### src/rtl/fltcap_pkg.sv
package fltcap_pkg;
    localparam int DATA_W = 32;

    typedef enum logic [1:0] {SZ_BYTE = 2'd0, SZ_HALF = 2'd1, SZ_WORD = 2'd2, SZ_BAD = 2'd3} acc_size_e;

    typedef enum logic [2:0] {
        REG_NONE, REG_STATUS, REG_PRIO, REG_HARD, REG_PADDR, REG_BADDR
    } reg_id_e;

    typedef struct packed {
        reg_id_e    id;
        logic [7:0] widx;
        logic       legal;
        logic [3:0] lanes;
    } access_t;

    function automatic logic [3:0] lane_sel(input acc_size_e sz, input logic [1:0] lo);
        case (sz)
            SZ_BYTE: lane_sel = 4'b0001 << lo;
            SZ_HALF: lane_sel = lo[1] ? 4'b1100 : 4'b0011;
            SZ_WORD: lane_sel = 4'b1111;
            default: lane_sel = 4'b0000;
        endcase
    endfunction

    function automatic logic [DATA_W-1:0] lane_bits(input logic [3:0] ln);
        for (int i = 0; i < 4; i++) lane_bits[8*i +: 8] = {8{ln[i]}};
    endfunction
endpackage

### src/rtl/fltcap_decode.sv
module fltcap_decode
    import fltcap_pkg::*;
#(
    parameter int OFF_W    = 5,
    parameter int NUM_PRIO = 3
) (
    input  logic [OFF_W-1:0] off,
    input  logic [1:0]       size,
    output access_t          acc
);
    localparam int WI_W = OFF_W - 2;
    localparam logic [WI_W-1:0] W_HARD  = WI_W'(NUM_PRIO + 1);
    localparam logic [WI_W-1:0] W_PADDR = WI_W'(NUM_PRIO + 2);
    localparam logic [WI_W-1:0] W_BADDR = WI_W'(NUM_PRIO + 3);

    logic [WI_W-1:0] widx;
    logic            aligned;
    logic            flexible;
    acc_size_e       sz;

    assign widx = off[OFF_W-1:2];
    assign sz   = acc_size_e'(size);

    always_comb begin
        acc      = '0;
        acc.id   = REG_NONE;
        acc.widx = 8'(widx);
        if (widx == '0)                       acc.id = REG_STATUS;
        else if (32'(widx) <= NUM_PRIO)        acc.id = REG_PRIO;
        else if (widx == W_HARD)               acc.id = REG_HARD;
        else if (widx == W_PADDR)              acc.id = REG_PADDR;
        else if (widx == W_BADDR)              acc.id = REG_BADDR;
        case (sz)
            SZ_BYTE: aligned = 1'b1;
            SZ_HALF: aligned = !off[0];
            SZ_WORD: aligned = (off[1:0] == 2'b00);
            default: aligned = 1'b0;
        endcase
        flexible  = (acc.id == REG_STATUS) || (acc.id == REG_PRIO);
        acc.legal = (acc.id != REG_NONE) && aligned && (flexible || sz == SZ_WORD);
        acc.lanes = acc.legal ? lane_sel(sz, off[1:0]) : 4'b0000;
    end
endmodule

### src/rtl/fltcap_slot.sv
module fltcap_slot #(
    parameter int ADDR_W  = 32,
    parameter int CAUSE_W = 4
) (
    input  logic               clk,
    input  logic               rst,
    input  logic               evt,
    input  logic [ADDR_W-1:0]  cap_addr,
    input  logic [CAUSE_W-1:0] cause,
    input  logic [CAUSE_W-1:0] clr_cause,
    input  logic               clr_valid,
    output logic [ADDR_W-1:0]  addr_q,
    output logic               valid_q,
    output logic [CAUSE_W-1:0] cause_q
);
    always_ff @(posedge clk) begin
        if (rst) begin
            addr_q  <= '0;
            valid_q <= 1'b0;
            cause_q <= '0;
        end else begin
            if (evt && !valid_q) addr_q <= cap_addr;
            valid_q <= evt | (valid_q & ~clr_valid);
            cause_q <= (cause_q & ~clr_cause) | (evt ? cause : '0);
        end
    end
endmodule

### src/rtl/fltcap_regbank.sv
module fltcap_regbank
    import fltcap_pkg::*;
#(
    parameter int ADDR_W   = 32,
    parameter int CAUSE_W  = 4,
    parameter int OFF_W    = 5,
    parameter int NUM_PRIO = 3
) (
    input  logic               clk,
    input  logic               rst,
    input  logic               flt_valid,
    input  logic               flt_class,
    input  logic [ADDR_W-1:0]  flt_req_addr,
    input  logic [ADDR_W-1:0]  flt_part_addr,
    input  logic [CAUSE_W-1:0] flt_cause,
    input  logic               hf_evt,
    input  logic               bus_req,
    input  logic               bus_we,
    input  logic [OFF_W-1:0]   bus_off,
    input  logic [1:0]         bus_size,
    input  logic [31:0]        bus_wdata,
    output logic               bus_rsp_valid,
    output logic [31:0]        bus_rdata,
    output logic               bus_err
);
    localparam int NCLS      = 2;
    localparam int FIELD_W   = 8;
    localparam int VALID_BIT = FIELD_W - 1;

    access_t            acc;
    logic               wr;
    logic [31:0]        bmask;
    logic [31:0]        wm;
    logic [ADDR_W-1:0]  slot_addr  [NCLS];
    logic               slot_valid [NCLS];
    logic [CAUSE_W-1:0] slot_cause [NCLS];
    logic [31:0]        prio_q     [NUM_PRIO];
    logic [31:0]        status_word;
    logic               hard_q;
    logic               hard_clr;
    logic [31:0]        rd_word;
    logic               prot_vld, bus_vld;
    logic [ADDR_W-1:0]  prot_adr, bus_adr;

    fltcap_decode #(.OFF_W(OFF_W), .NUM_PRIO(NUM_PRIO)) u_dec (
        .off(bus_off), .size(bus_size), .acc(acc)
    );

    assign wr    = bus_req && bus_we && acc.legal;
    assign bmask = lane_bits(acc.lanes);
    assign wm    = bus_wdata & bmask;

    for (genvar g = 0; g < NCLS; g++) begin : g_cls
        logic               evt;
        logic [ADDR_W-1:0]  pick;
        logic               st_wr;
        assign evt   = flt_valid && (flt_class == 1'(g));
        assign st_wr = wr && (acc.id == REG_STATUS);
        if (g == 0) begin : g_part
            assign pick = flt_part_addr;
        end else begin : g_req
            assign pick = flt_req_addr;
        end
        fltcap_slot #(.ADDR_W(ADDR_W), .CAUSE_W(CAUSE_W)) u_slot (
            .clk(clk), .rst(rst), .evt(evt), .cap_addr(pick), .cause(flt_cause),
            .clr_cause(st_wr ? wm[g*FIELD_W +: CAUSE_W] : '0),
            .clr_valid(st_wr && wm[g*FIELD_W + VALID_BIT]),
            .addr_q(slot_addr[g]), .valid_q(slot_valid[g]), .cause_q(slot_cause[g])
        );
    end

    for (genvar p = 0; p < NUM_PRIO; p++) begin : g_prio
        always_ff @(posedge clk) begin
            if (rst) prio_q[p] <= '0;
            else if (wr && acc.id == REG_PRIO && 32'(acc.widx) == p + 1)
                prio_q[p] <= (prio_q[p] & ~bmask) | wm;
        end
    end

    assign hard_clr = wr && (acc.id == REG_HARD) && wm[0];
    always_ff @(posedge clk) begin
        if (rst) hard_q <= 1'b0;
        else     hard_q <= hf_evt | (hard_q & ~hard_clr);
    end

    always_comb begin
        status_word = '0;
        for (int c = 0; c < NCLS; c++) begin
            status_word[c*FIELD_W +: CAUSE_W]     = slot_cause[c];
            status_word[c*FIELD_W + VALID_BIT]    = slot_valid[c];
        end
    end

    always_comb begin
        rd_word = '0;
        case (acc.id)
            REG_STATUS: rd_word = status_word;
            REG_PRIO: begin
                for (int p = 0; p < NUM_PRIO; p++)
                    if (32'(acc.widx) == p + 1) rd_word = prio_q[p];
            end
            REG_HARD:  rd_word = {31'd0, hard_q};
            REG_PADDR: rd_word = 32'(slot_addr[0]);
            REG_BADDR: rd_word = 32'(slot_addr[1]);
            default:   rd_word = '0;
        endcase
    end

    always_ff @(posedge clk) begin
        if (rst) begin
            bus_rsp_valid <= 1'b0;
            bus_rdata     <= '0;
            bus_err       <= 1'b0;
        end else begin
            bus_rsp_valid <= bus_req;
            bus_err       <= bus_req && !acc.legal;
            bus_rdata     <= (bus_req && !bus_we && acc.legal) ? (rd_word & bmask) : '0;
        end
    end

    assign prot_vld = slot_valid[0];
    assign bus_vld  = slot_valid[1];
    assign prot_adr = slot_addr[0];
    assign bus_adr  = slot_addr[1];
endmodule

### config.mk
export PLATFORM = sky130hd
export DESIGN_NAME = fltcap_regbank
export DESIGN_NICKNAME = d
export VERILOG_FILES = /design/src/rtl/fltcap_pkg.sv /design/src/rtl/fltcap_decode.sv /design/src/rtl/fltcap_slot.sv /design/src/rtl/fltcap_regbank.sv
export SDC_FILE = /design/constraint.sdc
export NUM_CORES = 1
export LEC_CHECK = 0
export BUFFER_PORTS_ARGS = -buffer_cell sky130_fd_sc_hd__buf_4
export CAP_MARGIN = 20
export CORE_MARGIN = 2
export CORE_UTILIZATION = 37
export CTS_CLUSTER_DIAMETER = 80
export DETAILED_ROUTE_END_ITERATION = 6
export SLEW_MARGIN = 20
export SYNTH_ARGS = -nofsm -noshare
export SYNTH_HDL_FRONTEND = slang
export SYNTH_HIERARCHICAL = 1
export SYNTH_SLANG_ARGS = --single-unit
### constraint.sdc
create_clock -name clk -period 13.7 [get_ports clk]
set_input_delay 2.74 -clock clk [delete_from_list [all_inputs] [get_ports clk]]
set_output_delay 2.74 -clock clk [all_outputs]
set_load 0.05 [all_outputs]
==> results of run 1 <==
## metal layers
layer | up-vias | global-route usage [%]
met1 | 3884 | 26.7
met3 | 36 | 2.99
met4 | 2 | 4.64
met5 | - | 0
met2 | 210 | 32.9
li1 | 3905 | -
## layout make-up
| class | instances | area [µm²] |
|---|---|---|
| clock buffers | 38 | 722 |
| clock inverters | 4 | 25.0 |
| fillers | 2715 | 15300 |
| inverters | 7 | 26.3 |
| multi-input cells | 735 | 4840 |
| flip-flops and latches | 205 | 5060 |
| well taps | 378 | 473 |
| repair buffers | 171 | 1280 |
## cell families (layout without fill, tap and decap cells)
family | Yosys count | in the layout | synth area share (%)
AOI/OAI and AO/OA | 280 | 280 | 17.1
xor gates and xnor gates | 3 | 3 | 0.254
buffers and inverters | 100 | 220 | 5.19
DFF | 205 | 205 | 48.9
muxes | 12 | 12 | 1.28
other | 1 | 5 | 0.0362
and+or+nand+nor | 435 | 435 | 27.2
## layout by cell type (no fill, tap or decap), types with 25 or more instances in the layout
| cell | netlist | layout |
|---|---|---|
| nand4bb_1 | 64 | 64 |
| edfxtp_1 | 96 | 96 |
| or3_1 | 32 | 32 |
| nand2b_1 | 162 | 162 |
| buf_4 | 14 | 171 |
| a21oi_1 | 112 | 111 |
| a22oi_1 | 32 | 32 |
| o21ai_1 | 48 | 48 |
| a21oi_2 | 31 | 32 |
| nand2_1 | 46 | 46 |
| a2bb2oi_1 | 32 | 32 |
| dfxtp_1 | 109 | 109 |
| nor2_1 | 85 | 85 |
| clkbuf_16 | 0 | 25 |
## flip-flops by register name (all words and copies together) (netlist names)
register and count:
g_cls.u_slot/cause_q 8, bus_err 1, g_cls.u_slot/addr_q 64, g_cls.u_slot/valid_q 2, hard_q 1, prio_q 96, bus_rdata 32, bus_rsp_valid 1
## worst max-delay path, cell delays in order
cell and delay [ns]:
buf_4 0.39, xnor2_1 0.13, nor2_1 0.77, nor2b_1 0.14
nand3_1 0.11, buf_4 0.36, or4_1 0.64, buf_4 0.35
a21oi_1 0.07
## per-stage QoR
step | power [W] | setup WS, ns | instances | utilization (%) | hold WS, ns
2_1_floorplan | 0.000770 | 6.09 | 1040 | - | 0.439
3_3_place_gp | 0.000823 | 7.71 | 1496 | 42.2 | 0.454
3_5_place_dp | 0.000824 | 7.66 | 1496 | 42.2 | 0.453
4_1_cts | 0.00143 | 8.21 | 1538 | 44.9 | 0.463
5_1_grt | 0.00147 | 7.87 | 1538 | 44.9 | 0.486
6_report | 0.00141 | 8.20 | 1538 | 44.9 | 0.461
## path summary, 6_finish.rpt
path,from,end,slack [ns],cells after the start
setup / recovery,bus_off[3],prio_q[0][16]$_SDFFCE_PN0P_,8.20,9
hold / removal,g_cls[0].u_slot/addr_q[7]$_SDFFE_PP0P_,g_cls[0].u_slot/addr_q[7]$_SDFFE_PP0P_,0.46,2
setup reg to reg,g_cls[1].u_slot/valid_q$_SDFF_PP0_,g_cls[1].u_slot/addr_q[23]$_SDFFE_PP0P_,11.96,3
hold reg to reg,g_cls[0].u_slot/addr_q[7]$_SDFFE_PP0P_,g_cls[0].u_slot/addr_q[7]$_SDFFE_PP0P_,0.46,2
## report_power, final
group / internal (W) / switching [W]
Clock: 0.000360 / 0.000242
Combinational: 0.0000641 / 0.0000726
Sequential: 0.000661 / 0.0000131
Total: 0.00109 / 0.000328
==> results by group, run 1 <==
Outcome
  • Status: completed

Timing
  • Worst Tran Pin Value: 1.04 ns
  • RSZ-0062 raised after global routing: false
  • Slew Limit Fails: 0
  • Setup-failing EPs final: 0
  • TNS Setup: 0 ns
  • Minimum clock period after layout: 5.50 ns
  • Clock skew: 0.0130 ns
  • Hold Vio Cnt, Final: 0
  • Fin crit share: 40.1%
  • Fmax achieved: 0.182 GHz
  • Relative slew slack: 30.9%

Routing
  • Total wire length: 29.0 mm
  • DRC violation count after routing: 0
  • WL met3: 1.56 mm
  • DR iter-0 viols: 553
  • Vias post-DR: 8037
  • Antenna-violating nets left: 0
  • Met1 wire length: 12.9 mm
  • Avg Vias per Cell: 5.23
  • Wire per inst: 18.9 µm
  • First-pass DRT Iterations: 5
  • Met2 WL post-DR: 13.9 mm
  • Top sig layer: met5

Setup path
  • Worst path arrival time: 5.75 ns
  • Startpoint types: input pin
  • Kind of critical path: input pin to register
  • CP Max Fanout: 41
  • Critical Path Sink Type: register
  • Critical path required time: 13.95 ns

Die
  • Die area: 0.0293 mm²
  • DIE WIDTH: 171 µm
  • Row count: 61
  • # IOs: 148
  • Die height: 171 µm
  • CORE AREA: 0.0277 mm²
  • Starting Density: 37.4%

Synth
  • Synth area leader: edfxtp_1
  • Synth Register Bits: 205
  • Synth async-reset ratio: 0%
  • Syn Area/Cell: 10.0 µm²
  • Most frequent cell after synthesis: nand2b_1
  • Seq/Total Area, Yosys: 48.9%
  • Post-synth cell types: 50
  • Synth top area cells: edfxtp_1, dfxtp_1, nand2b_1, nand4bb_1, a21oi_1
  • Syn Std Cell Area: 0.0104 mm²
  • Mapped Cells: 1036
  • EDFF count, synth: 96
  • Yosys Warn Count: 6
  • Post-synth top flop: dfxtp_1
  • Synth top cells by count: nand2b_1, a21oi_1, dfxtp_1, edfxtp_1, nor2_1
  • Top-area cell type share of the netlist area: 27.8%

Power and ir drop
  • Power Density: 114 mW/mm²
  • Worst VDD drop: 65.5 µV
  • Leakage dissipation: 4.41 nW

Clock network
  • CTS resizes: 0
  • Num CTS Buffers: 23
  • Root buffer cell: clkbuf_16
  • Clk Latency, worst-skew pair: 0.51 ns
  • CTS H-tree lvls: 1
  • Buffer depth of the longest clock path: 3
  • CTS tree: built
  • Clk pin slew, worst setup/hold paths: 0.06 ns
  • CTS sink cnt: 205
  • Setup bufs post-CTS: 0
  • Hold_buf cts: 0

Min path
  • Min-Delay Path Class: register to register

Global routing
  • Grt ovf: 0
  • Vias in the first global route: 8021
  • GR Util All Layers: 19.6%
  • Antenna violations before repair: 1
  • Pin count of the biggest net entering global routing: 137
  • Global-route wire length before repair: 45.1 mm

Place
  • Placed instance area: 0.0117 mm²
  • Hpwl dp: 19.5 mm
  • Routability cong.: 0.839
  • Port Buffers: 147

Cells and area
  • Share of cells above drive strength 1: 24.9%
  • N_diodes: 0
  • Finished Cell Area: 0.0124 mm²
  • Area delta synth->final: 20.1%
  • Final nets: 1257

Job
  • Max cap viols: 0
No activity file was read; power rests on OpenSTA's default activity.
==> run 2, diff against run 1 <==
==> constraint.sdc (replaced) <==
create_clock -name clk -period 5.7 [get_ports clk]
set_input_delay 1.14 -clock clk [delete_from_list [all_inputs] [get_ports clk]]
set_output_delay 1.14 -clock clk [all_outputs]
set_load 0.05 [all_outputs]
==> run 2 against run 1 <==
Net effect:
- sequential share of layout area increased by 0.12 points
- clock skew shrank 0.0021 ns
- flip-flop and latch count stayed put
- utilization down 0.13 points
- global-route usage is 0.18 points lower
- register-to-register slack worse by 8.1 ns
==> results by group, run 2 (synthesis results as in run 1) <==
Cells and area
  • Area delta synth->final: 19.7%
  • Most common cell after layout, fill and taps aside: buf_4
  • Biggest registers after layout: prio_q: 96 flops, g_cls.u_slot/addr_q: 64 flops, bus_rdata: 32 flops
  • Fill cells: 2674
  • N_diodes: 0
  • Largest register FFs: 96
  • Share of cells above drive strength 1: 24.8%
  • Final nets: 1259
  • Commonest non-fill, non-tap cells in the layout: buf_4, nand2b_1, a21oi_1
  • Final core occ: 44.8%
  • Largest Register: prio_q

Routing
  • DRC violation count after routing: 0
  • First-pass DRT Iterations: 4
  • Total wire length: 29.2 mm
  • Wire per inst: 19.0 µm
  • Avg Vias per Cell: 5.25
  • Vias post-DR: 8068
  • Antenna-violating nets left: 0
  • DR iter-0 viols: 636

Setup path
  • WP buf/inv: 3
  • CP peak stage delay: 0.75 ns
  • Worst path arrival time: 3.96 ns
  • Worst path depth: 9
  • CP Max Fanout: 41
  • Delay-heaviest family, CP: buffers and inverters
  • Critical R2R Capture: g_cls[1].u_slot/addr_q[23]$_SDFFE_PP0P_
  • Critical path required time: 5.93 ns
  • Critical Path Sink Type: register
  • Cells along the critical path: buf_4 > xnor2_1 > nor2_1 > nor2b_1 > nand3_1 > buf_4 > nor2_1 > a21o_1 > buf_4
  • Kind of critical path: input pin to register
  • Crit path capture: prio_q[1][7]$_SDFFCE_PN0P_
  • Origin of the critical flop-to-flop path: g_cls[1].u_slot/valid_q$_SDFF_PP0_
  • CP max-delay cell: nor2_1
  • Startpoint types: input pin
  • Worst R2R Path Depth: 3
  • Reg2Reg Setup Slack: 3.89 ns
  • CP startpoint: bus_off[3]
  • Top cell by count, worst path: buf_4

Clock network
  • Hold_buf cts: 0
  • CTS H-tree lvls: 1
  • CTS tree: built
  • CTS resizes: 0
  • CTS sink cnt: 205
  • Setup bufs post-CTS: 0
  • Clk Latency, worst-skew pair: 0.51 ns
  • Root buffer cell: clkbuf_16
  • Buffer depth of the longest clock path: 3
  • Num CTS Buffers: 23
  • Clk pin slew, worst setup/hold paths: 0.05 ns

Timing
  • Fmax achieved: 0.269 GHz
  • Relative slew slack: 31.6%
  • RSZ-0062 raised after global routing: false
  • Slew Limit Fails: 0
  • Hold_ws: 0.463 ns
  • Minimum clock period after layout: 3.72 ns
  • Worst Tran Pin Value: 1.03 ns
  • Setup-failing EPs final: 0
  • Fin crit share: 65.3%
  • TNS Setup: 0 ns
  • Clock skew: 0.0108 ns
  • Hold Vio Cnt, Final: 0

Die
  • Die height: 171 µm
  • Die area: 0.0293 mm²
  • # IOs: 148
  • Row count: 61
  • DIE WIDTH: 171 µm
  • CORE AREA: 0.0277 mm²
  • Starting Density: 37.4%

Power and ir drop
  • Power Density: 269 mW/mm²
  • Sequential Power Share: 48.5%
  • Int Pwr: 0.00255 W
  • Combinational Power Share: 9.8%
  • Clock power share: 41.7%
  • Net Sw Frac: 23.7%
  • NetSw: 0.000791 W
  • Leakage dissipation: 4.39 nW
  • Worst VDD drop: 166 µV

Global routing
  • Global-route wire length before repair: 44.4 mm
  • Grt ovf: 0
  • Vias in the first global route: 7980
  • Antenna violations before repair: 1
  • Pin count of the biggest net entering global routing: 140
  • GR Util All Layers: 19.4%

Min path
  • Min-Delay Path Class: register to register
  • Worst min-delay path startpoint: g_cls[1].u_slot/addr_q[6]$_SDFFE_PP0P_

Outcome
  • Status: completed

Place
  • Port Buffers: 147
  • Routability cong.: 0.834
  • Hpwl dp: 19.4 mm

Job
  • Max cap viols: 0
## run 2: per-stage QoR
step | setup slack [ns] | instances | power (W) | cell area, µm²
after global placement | 1.40 | 1498 | 0.00198 | 11700
after detailed placement | 1.49 | 1498 | 0.00198 | 11700
after CTS | 1.99 | 1537 | 0.00336 | 12400
after floorplan | 0.605 | 1040 | 0.00185 | 10400
after global routing | 1.73 | 1537 | 0.00345 | 12400
final | 1.98 | 1537 | 0.00334 | 12400
## run 2: tightest hold or removal path: stages (launching register included)
cell and delay [ns]:
dfxtp_1 0.31, nand2b_1 0.06, o21ai_1 0.05
## run 2: worst min path at each step
| stage | endpoint | depth (start not counted) |
|---|---|---|
| floorplan | g_cls[1].u_slot/addr_q[10]$_SDFFE_PP0P_ | 2 |
| global placement | g_cls[1].u_slot/addr_q[26]$_SDFFE_PP0P_ | 2 |
| detailed placement | g_cls[1].u_slot/addr_q[28]$_SDFFE_PP0P_ | 2 |
| CTS | g_cls[0].u_slot/addr_q[3]$_SDFFE_PP0P_ | 2 |
| global route | g_cls[0].u_slot/addr_q[1]$_SDFFE_PP0P_ | 2 |
| finish | g_cls[1].u_slot/addr_q[6]$_SDFFE_PP0P_ | 2 |
## run 2: cell type report
| type | instances | area [µm²] | share of cell area (%) |
|---|---|---|---|
| timing repair buffer | 173 | 1300 | 10.5 |
| tap | 378 | 473 | 3.81 |
| multi-input combinational | 735 | 4840 | 39.1 |
| inverter | 7 | 26.3 | 0.212 |
| clock buffer | 33 | 662 | 5.34 |
| clock inverter | 6 | 33.8 | 0.272 |
| sequential | 205 | 5060 | 40.8 |
## run 2: power groups by stage
stage | Combinational [W] | Sequential [W] | Clock, W
3_3_place_gp | 0.000327 | 0.00165 | 0
6_report | 0.000328 | 0.00162 | 0.00139
2_1_floorplan | 0.000206 | 0.00165 | 0
3_5_place_dp | 0.000328 | 0.00165 | 0
4_1_cts | 0.000330 | 0.00162 | 0.00141
5_1_grt | 0.000358 | 0.00163 | 0.00147
## run 2: metal layers
layer	vias to the layer above	GRT usage (%)	part of all wire, %
met5	-	0	0.048
met3	47	3.47	5.6
li1	3902	-	-
met1	3897	25.6	44
met4	2	5.05	2.2
met2	220	33.0	48
